$ cat src/rtl/pcm_serial_pkg.sv
// Package for the PCM serializer: format type, precision codes and
// fixed widths of the sample path.
package pcm_serial_pkg;

    localparam int SAMPLE_W = 24;   // widest sample precision
    localparam int POS_W    = 6;    // bit position within a 64-bit frame

    typedef enum logic [1:0] {
        PREC_16 = 2'd0,
        PREC_18 = 2'd1,
        PREC_20 = 2'd2,
        PREC_24 = 2'd3
    } prec_e;

    typedef struct packed {
        logic  lsb_first;
        logic  right_align;
        logic  lr_invert;
        logic  bclk_invert;
        logic  alt_frame;
        prec_e prec;
    } fmt_t;

    // Number of significant sample bits for a precision code.
    function automatic logic [4:0] prec_width(input prec_e p);
        case (p)
            PREC_16: prec_width = 5'd16;
            PREC_18: prec_width = 5'd18;
            PREC_20: prec_width = 5'd20;
            default: prec_width = 5'd24;
        endcase
    endfunction

endpackage

$ cat src/rtl/pcm_bclk_gen.sv
// Bit-clock generator. Divides the master clock by 2*(div+1) and produces
// an internal bit-clock phase together with a one-cycle enable in the
// master cycle just before each falling phase transition.
// Assumes: div is stable within a bit period (the caller updates it only
// together with a falling transition).
module pcm_bclk_gen #(
    parameter int DIV_W = 8
) (
    input  logic             clk,
    input  logic             rst_n,
    input  logic [DIV_W-1:0] div,
    output logic             fall_tick,
    output logic             bclk_raw
);

    logic [DIV_W-1:0] cnt_q;
    logic             run_q;

    // Falling transition is due when the phase counter ends a high phase.
    always_comb begin
        fall_tick = run_q && (cnt_q == div) && bclk_raw;
    end

    // Phase counter and bit-clock phase; idle for one cycle after reset.
    always_ff @(posedge clk) begin
        if (!rst_n) begin
            cnt_q    <= '0;
            bclk_raw <= 1'b1;
            run_q    <= 1'b0;
        end else begin
            run_q <= 1'b1;
            if (run_q) begin
                if (cnt_q == div) begin
                    cnt_q    <= '0;
                    bclk_raw <= ~bclk_raw;
                end else begin
                    cnt_q <= cnt_q + 1'b1;
                end
            end
        end
    end

endmodule

$ cat src/rtl/pcm_frame_seq.sv
// Frame sequencer. Tracks the bit position within the frame, raises the
// ready strobe at each frame boundary, and latches format, divider and
// the sample pair there. It also presents the "next" view (the values
// that apply to the bit about to be driven) to the bit selector.
// Assumes: fall_tick is a single-cycle enable from the bit-clock generator.
module pcm_frame_seq
    import pcm_serial_pkg::*;
#(
    parameter int DIV_W = 8
) (
    input  logic                clk,
    input  logic                rst_n,
    input  logic                fall_tick,
    input  logic [DIV_W-1:0]    cfg_div,
    input  fmt_t                cfg_fmt,
    input  logic [SAMPLE_W-1:0] left_in,
    input  logic [SAMPLE_W-1:0] right_in,
    input  logic                in_valid,
    output logic                in_ready,
    output fmt_t                fmt_q,
    output logic [DIV_W-1:0]    div_q,
    output logic [POS_W-1:0]    pos_q,
    output logic [SAMPLE_W-1:0] left_q,
    output logic [SAMPLE_W-1:0] right_q,
    output fmt_t                nxt_fmt,
    output logic [POS_W-1:0]    nxt_pos,
    output logic [SAMPLE_W-1:0] nxt_left,
    output logic [SAMPLE_W-1:0] nxt_right
);

    logic [POS_W-1:0] last_pos;
    logic             frame_tick;

    // Boundary detection and the values that apply to the next bit.
    always_comb begin
        last_pos   = (fmt_q.prec == PREC_16) ? POS_W'(31) : POS_W'(63);
        frame_tick = fall_tick && (pos_q == last_pos);
        in_ready   = frame_tick;
        nxt_fmt    = frame_tick ? cfg_fmt : fmt_q;
        nxt_pos    = frame_tick ? '0 : POS_W'(pos_q + 1'b1);
        nxt_left   = frame_tick ? (in_valid ? left_in  : '0) : left_q;
        nxt_right  = frame_tick ? (in_valid ? right_in : '0) : right_q;
    end

    // Position, format, divider and sample registers; advance once per bit.
    always_ff @(posedge clk) begin
        if (!rst_n) begin
            pos_q   <= POS_W'(31);
            fmt_q   <= '0;
            div_q   <= '0;
            left_q  <= '0;
            right_q <= '0;
        end else if (fall_tick) begin
            pos_q   <= nxt_pos;
            fmt_q   <= nxt_fmt;
            left_q  <= nxt_left;
            right_q <= nxt_right;
            if (frame_tick) begin
                div_q <= cfg_div;
            end
        end
    end

endmodule

$ cat src/rtl/pcm_bit_pick.sv
// Bit selector. Purely combinational: for a frame position and format it
// returns the data bit and the word-clock level to drive.
// Assumes: pos lies inside the frame length implied by fmt.prec.
module pcm_bit_pick
    import pcm_serial_pkg::*;
(
    input  fmt_t                fmt,
    input  logic [POS_W-1:0]    pos,
    input  logic [SAMPLE_W-1:0] left,
    input  logic [SAMPLE_W-1:0] right,
    output logic                bit_o,
    output logic                lr_o
);

    logic                is16;
    logic                right_ch;
    logic [4:0]          slot;
    logic [4:0]          nb;
    logic [5:0]          lead;
    logic [4:0]          idx;
    logic [POS_W-1:0]    look;
    logic [SAMPLE_W-1:0] smp;

    // Slot decode, bit placement and word-clock level.
    always_comb begin
        is16     = (fmt.prec == PREC_16);
        slot     = is16 ? {1'b0, pos[3:0]} : pos[4:0];
        right_ch = is16 ? pos[4] : pos[5];
        smp      = right_ch ? right : left;
        nb       = prec_width(fmt.prec);
        lead     = 6'd32 - {1'b0, nb};
        idx      = '0;
        bit_o    = 1'b0;
        if (is16) begin
            idx   = fmt.lsb_first ? slot : (5'd15 - slot);
            bit_o = smp[idx];
        end else if (fmt.right_align) begin
            if ({1'b0, slot} >= lead) begin
                idx   = 5'd31 - slot;
                bit_o = smp[idx];
            end
        end else if (slot < nb) begin
            idx   = nb - 5'd1 - slot;
            bit_o = smp[idx];
        end
        look = fmt.alt_frame ? pos : POS_W'(pos + 1'b1);
        lr_o = (is16 ? look[4] : look[5]) ^ fmt.lr_invert;
    end

endmodule

$ cat src/rtl/pcm_serial_tx.sv
// PCM serializer top. Joins the bit-clock generator, frame sequencer and
// bit selector, and registers the serial data and word clock so that they
// change only together with the falling internal bit-clock phase.
// Assumes: configuration inputs may change at any time; they are used
// from the next frame boundary onward.
module pcm_serial_tx
    import pcm_serial_pkg::*;
#(
    parameter int DIV_W = 8
) (
    input  logic                clk,
    input  logic                rst_n,
    input  logic [DIV_W-1:0]    cfg_div,
    input  logic                cfg_lsb_first,
    input  logic                cfg_right_align,
    input  logic                cfg_lr_invert,
    input  logic                cfg_bclk_invert,
    input  logic                cfg_alt_frame,
    input  logic [1:0]          cfg_prec,
    input  logic [SAMPLE_W-1:0] left_in,
    input  logic [SAMPLE_W-1:0] right_in,
    input  logic                in_valid,
    output logic                in_ready,
    output logic                bclk,
    output logic                lrck,
    output logic                sdata
);

    fmt_t                cfg_fmt;
    fmt_t                fmt_q;
    fmt_t                nxt_fmt;
    logic [DIV_W-1:0]    div_q;
    logic [POS_W-1:0]    pos_q;
    logic [POS_W-1:0]    nxt_pos;
    logic [SAMPLE_W-1:0] left_q;
    logic [SAMPLE_W-1:0] right_q;
    logic [SAMPLE_W-1:0] nxt_left;
    logic [SAMPLE_W-1:0] nxt_right;
    logic                fall_tick;
    logic                bclk_raw;
    logic                pick_bit;
    logic                pick_lr;

    // Gather the configuration ports into one format word.
    always_comb begin
        cfg_fmt.lsb_first   = cfg_lsb_first;
        cfg_fmt.right_align = cfg_right_align;
        cfg_fmt.lr_invert   = cfg_lr_invert;
        cfg_fmt.bclk_invert = cfg_bclk_invert;
        cfg_fmt.alt_frame   = cfg_alt_frame;
        cfg_fmt.prec        = prec_e'(cfg_prec);
    end

    pcm_bclk_gen #(.DIV_W(DIV_W)) u_bclk (
        .clk       (clk),
        .rst_n     (rst_n),
        .div       (div_q),
        .fall_tick (fall_tick),
        .bclk_raw  (bclk_raw)
    );

    pcm_frame_seq #(.DIV_W(DIV_W)) u_seq (
        .clk       (clk),
        .rst_n     (rst_n),
        .fall_tick (fall_tick),
        .cfg_div   (cfg_div),
        .cfg_fmt   (cfg_fmt),
        .left_in   (left_in),
        .right_in  (right_in),
        .in_valid  (in_valid),
        .in_ready  (in_ready),
        .fmt_q     (fmt_q),
        .div_q     (div_q),
        .pos_q     (pos_q),
        .left_q    (left_q),
        .right_q   (right_q),
        .nxt_fmt   (nxt_fmt),
        .nxt_pos   (nxt_pos),
        .nxt_left  (nxt_left),
        .nxt_right (nxt_right)
    );

    pcm_bit_pick u_pick (
        .fmt   (nxt_fmt),
        .pos   (nxt_pos),
        .left  (nxt_left),
        .right (nxt_right),
        .bit_o (pick_bit),
        .lr_o  (pick_lr)
    );

    // Output registers for data and word clock, loaded on the falling phase.
    always_ff @(posedge clk) begin
        if (!rst_n) begin
            sdata <= 1'b0;
            lrck  <= 1'b0;
        end else if (fall_tick) begin
            sdata <= pick_bit;
            lrck  <= pick_lr;
        end
    end

    // Bit-clock pin with the frame's polarity applied.
    always_comb begin
        bclk = bclk_raw ^ fmt_q.bclk_invert;
    end

endmodule

$ cat config.mk
export PLATFORM = sky130hd
export DESIGN_NAME = pcm_serial_tx
export DESIGN_NICKNAME = d
export VERILOG_FILES = /design/src/rtl/pcm_serial_pkg.sv /design/src/rtl/pcm_bclk_gen.sv /design/src/rtl/pcm_frame_seq.sv /design/src/rtl/pcm_bit_pick.sv /design/src/rtl/pcm_serial_tx.sv
export SDC_FILE = /design/constraint.sdc
export NUM_CORES = 1
export LEC_CHECK = 0
export BUFFER_PORTS_ARGS = -buffer_cell sky130_fd_sc_hd__clkbuf_2
export CORE_MARGIN = 5
export CORE_UTILIZATION = 53
export DETAILED_ROUTE_END_ITERATION = 7
export HOLD_SLACK_MARGIN = 0.03
export PLACE_DENSITY_LB_ADDON = 0.15
export SYNTH_ARGS = -nofsm -noshare
export SYNTH_HDL_FRONTEND = slang
export SYNTH_SLANG_ARGS = --single-unit
$ cat constraint.sdc
create_clock -name clk -period 4.96 [get_ports clk]
set_input_delay 0.248 -clock clk [delete_from_list [all_inputs] [get_ports clk]]
set_output_delay 0.248 -clock clk [all_outputs]
set_load 0.005 [all_outputs]
==> reports/results.txt <==
Die span in y -> 109 um
Async set-reset flop share out of synthesis -> 0
Placed instance area -> 0.00562 mm^2
Remaining routing DRC violations -> 0
Max-Cap Viols -> 0
# nets final -> 774
Pint -> 2.29 mW
Ys Warns -> 0
Vias -> 4949
Area Growth Syn to Fin -> 11.7%
Initial antenna violation count -> 0
CTS sink count -> 81
# placed instances -> 813
Post-Syn Nets -> 726
Die X -> 109 um
Final cycle utilization of the critical path -> 0.930
Fmax -> 0.217 GHz
Final Critical Period -> 4.61 ns
Startpoint types -> flop
Total grt overflow -> 0
Final setup violation count -> 0
P per Cell Area -> 820 mW/mm^2
Setup Skew -> 0.0107 ns
Sequential fraction of the synthesis area -> 0.312
Largest net degree at the start of global routing -> 76
Hold Buf Count CTS -> 0
Actual slew at the worst max-slew pin -> 0.780 ns
Static leakage -> 2.41 nW
Mapped Cells -> 643
DIE AREA -> 0.0119 mm^2
Core area -> 0.00968 mm^2
Yosys reg bits -> 81
Final design area excluding fillers -> 0.00580 mm^2
Number of synthesized flops with an enable pin -> 0
Netlist Area Pre-Place -> 0.00520 mm^2
Gates resized, CTS repair -> 1
Worst endpoint required time -> 5.29 ns
GRT Overall Usage -> 0.271
Maximum root-to-sink buffer count -> 2
DRT Wirelength -> 15100 um
CTS root buf -> clkbuf_8
Combinational Power Share -> 0.709
Crit Path Class -> flop to flop
First-pass GRT wire length -> 24900 um
H-tree levels -> 3
Synth Flop Type -> dfxtp_1
Setup TNS -> 0 ns
Vias in the first global route -> 4848
Worst Setup SP -> u_seq.pos_q[1]
RSZ-0062 raised after global routing -> no
Post-synthesis average cell area -> 8.08 um^2
CTS tree -> done
Distinct cells, synth -> 64
Detail Route Antenna Nets -> 0
Initial core utilization -> 0.537
IO Port Bufs -> 69
Num CTS Buffers -> 9
RR Startpoint -> u_seq.pos_q[1]
I/O pins -> 70
Setup crit end kind -> flop
Net Sw Frac -> 0.520
CP max FO -> 22
Layout cell share with drive strength beyond 1 -> 0.175
DRT iter0 DRCs -> 430
Sequential Power Share -> 0.194
Fin. max-slew vios -> 0
Setup repair bufs after CTS -> 0
Later-pin clock latency in the skew report -> 0.39 ns
Switching power -> 2.47 mW
Max rail drop VDD -> 0.530 mV
HPWL after DPL -> 10700 um
Clk network pwr share -> 0.097
Finished Layout Cells -> 829
Wire per inst -> 18.2 um
Final core occ -> 0.599
Hold crit path type -> input port to flop
CP max stage delay -> 0.57 ns
Via-per-instance ratio -> 5.97
DR pass1 iterations -> 5
Relative slew slack -> 0.478
Row count -> 36
HP Start -> cfg_div[1]
Fin. Hold Viols -> 0
Clk pin slew, worst setup/hold paths -> 0.08 ns
Final Wtd Congestion -> 0.956
Status -> completed
Crit path arrival time -> 4.94 ns
Crit-path cells -> ha_1 > and3_1 > o211a_2 > nand4_1 > inv_2 > mux2i_1 > ha_1 > and2_1 > mux2_4 > or3_4 > mux2i_1 > and2_1 > a2111oi_0 > nor4_1 > a211o_1 > a31oi_1 > o311a_1
Antenna Cells -> 0
Critical path's slowest cell -> or3_4
critical path, delay by kind of cell, from the launching register on:
kind,cells,cell delay [ns]
AOI/OAI and AO/OA,5,1.44
and+or+nand+nor,6,1.39
muxes,3,0.66
adders and majority gates,2,0.53
DFF,1,0.40
buffers and inverters,1,0.14
kinds of logic after synthesis:
family | count (synthesis) | synth area share
compound gates | 158 | 0.217
xor+xnor | 33 | 0.0556
fa+ha+maj | 17 | 0.0424
buf+inv | 61 | 0.0494
flops | 81 | 0.312
mux | 36 | 0.0910
simple gates | 257 | 0.232
cell type report:
type,count,area [um^2]
Fill cell,916,3880
Multi-Input combinational cell,501,3320
Sequential cell,81,1620
Timing Repair Buffer,84,458
Tap cell,133,166
Clock buffer,11,141
Inverter,14,52.6
Clock inverter,5,38.8
per-layer routing:
layer  up-vias  part of all wire  GRT usage  wire length, um
met3        28             0.076     0.0728             1150
met4         0             0.021     0.0947              318
met1      2342              0.45      0.370             6780
met5         -                 0          0                0
met2       195              0.45      0.414             6870
li1       2384                 -          -                -
cells in the final DEF, fill, tap and decap left out, types with 4 or more instances in the layout:
cell      netlist  layout
nand4_1         7       7
o21ai_0        18      18
o21ai_1         6       6
nor2b_1        11      11
ha_1           16      16
buf_4           0      15
nor2_1         24      24
nor3_1         10      10
nand2b_1        4       4
a311oi_1        5       5
a21oi_1        24      24
a211oi_1        8       8
nand3_1        47      47
and2_1          9       9
clkbuf_8        0      10
dfxtp_1        81      81
mux2_2          4       4
xnor2_1        16      16
a21boi_0       50      50
inv_1          11      11
a21o_1          4       4
clkbuf_2        0      69
a22oi_1         4       4
and3_1          9       9
mux2i_1        21      21
mux4_2          6       6
xor2_1         17      17
nand2_1       118     118
o211a_1         5       5
final timing paths:
path / endpoint / slack (ns) / cells after the start
worst min register to register: u_seq.left_q[2] / 0.47 / 2
worst min-delay path: u_seq.div_q[1] / 0.1 / 3
worst max register to register: sdata / 0.35 / 17
worst max-delay path: sdata / 0.35 / 17
cell usage after synthesis (5+ instances only):
cell | count | area (um^2)
a311oi_1 | 5 | 43.8
o211a_1 | 5 | 50.1
ha_1 | 16 | 200
and2_1 | 9 | 56.3
nor2b_1 | 11 | 68.8
nand4_1 | 7 | 43.8
xnor2_1 | 16 | 140
xor2_1 | 17 | 149
nand2_1 | 118 | 443
o21ai_0 | 18 | 90.1
o21ai_1 | 6 | 30.0
a21oi_1 | 24 | 120
mux4_2 | 6 | 135
inv_1 | 11 | 41.3
nand3_1 | 47 | 235
and3_1 | 9 | 56.3
clkbuf_1 | 35 | 131
buf_1 | 5 | 18.8
nor2_1 | 24 | 90.1
a211oi_1 | 8 | 60.1
a21boi_0 | 50 | 375
mux2i_1 | 21 | 210
nor3_1 | 10 | 50.1
dfxtp_1 | 81 | 1620
sequential cells by signal (all words and copies together) (netlist names):
signal	count
u_seq.left_q	24
u_seq.pos_q	6
u_bclk.run_q	1
u_seq.div_q	8
sdata	1
u_bclk.bclk_raw	1
u_seq.fmt_q	7
u_bclk.cnt_q	8
lrck	1
u_seq.right_q	24
per-stage QoR:
stage / total power, mW / hold WS, ns / setup slack (ns)
floorplan: 3.39 / 0.276 / 0.215
global placement: 4.21 / 0.450 / 0.196
detailed placement: 4.24 / 0.458 / 0.00224
CTS: 4.72 / 0.0763 / 0.156
global route: 5.15 / 0.0901 / 0.0234
finish: 4.76 / 0.0985 / 0.346
power by group through the flow:
stage,clock [mW],combinational [mW],sequential (mW)
floorplan,0,2.51,0.882
detailed placement,0,3.31,0.933
finish,0.463,3.37,0.922
CTS,0.479,3.33,0.919
global placement,0,3.28,0.928
global route,0.502,3.70,0.942
Note: power is estimated with default switching activity, not from simulation.
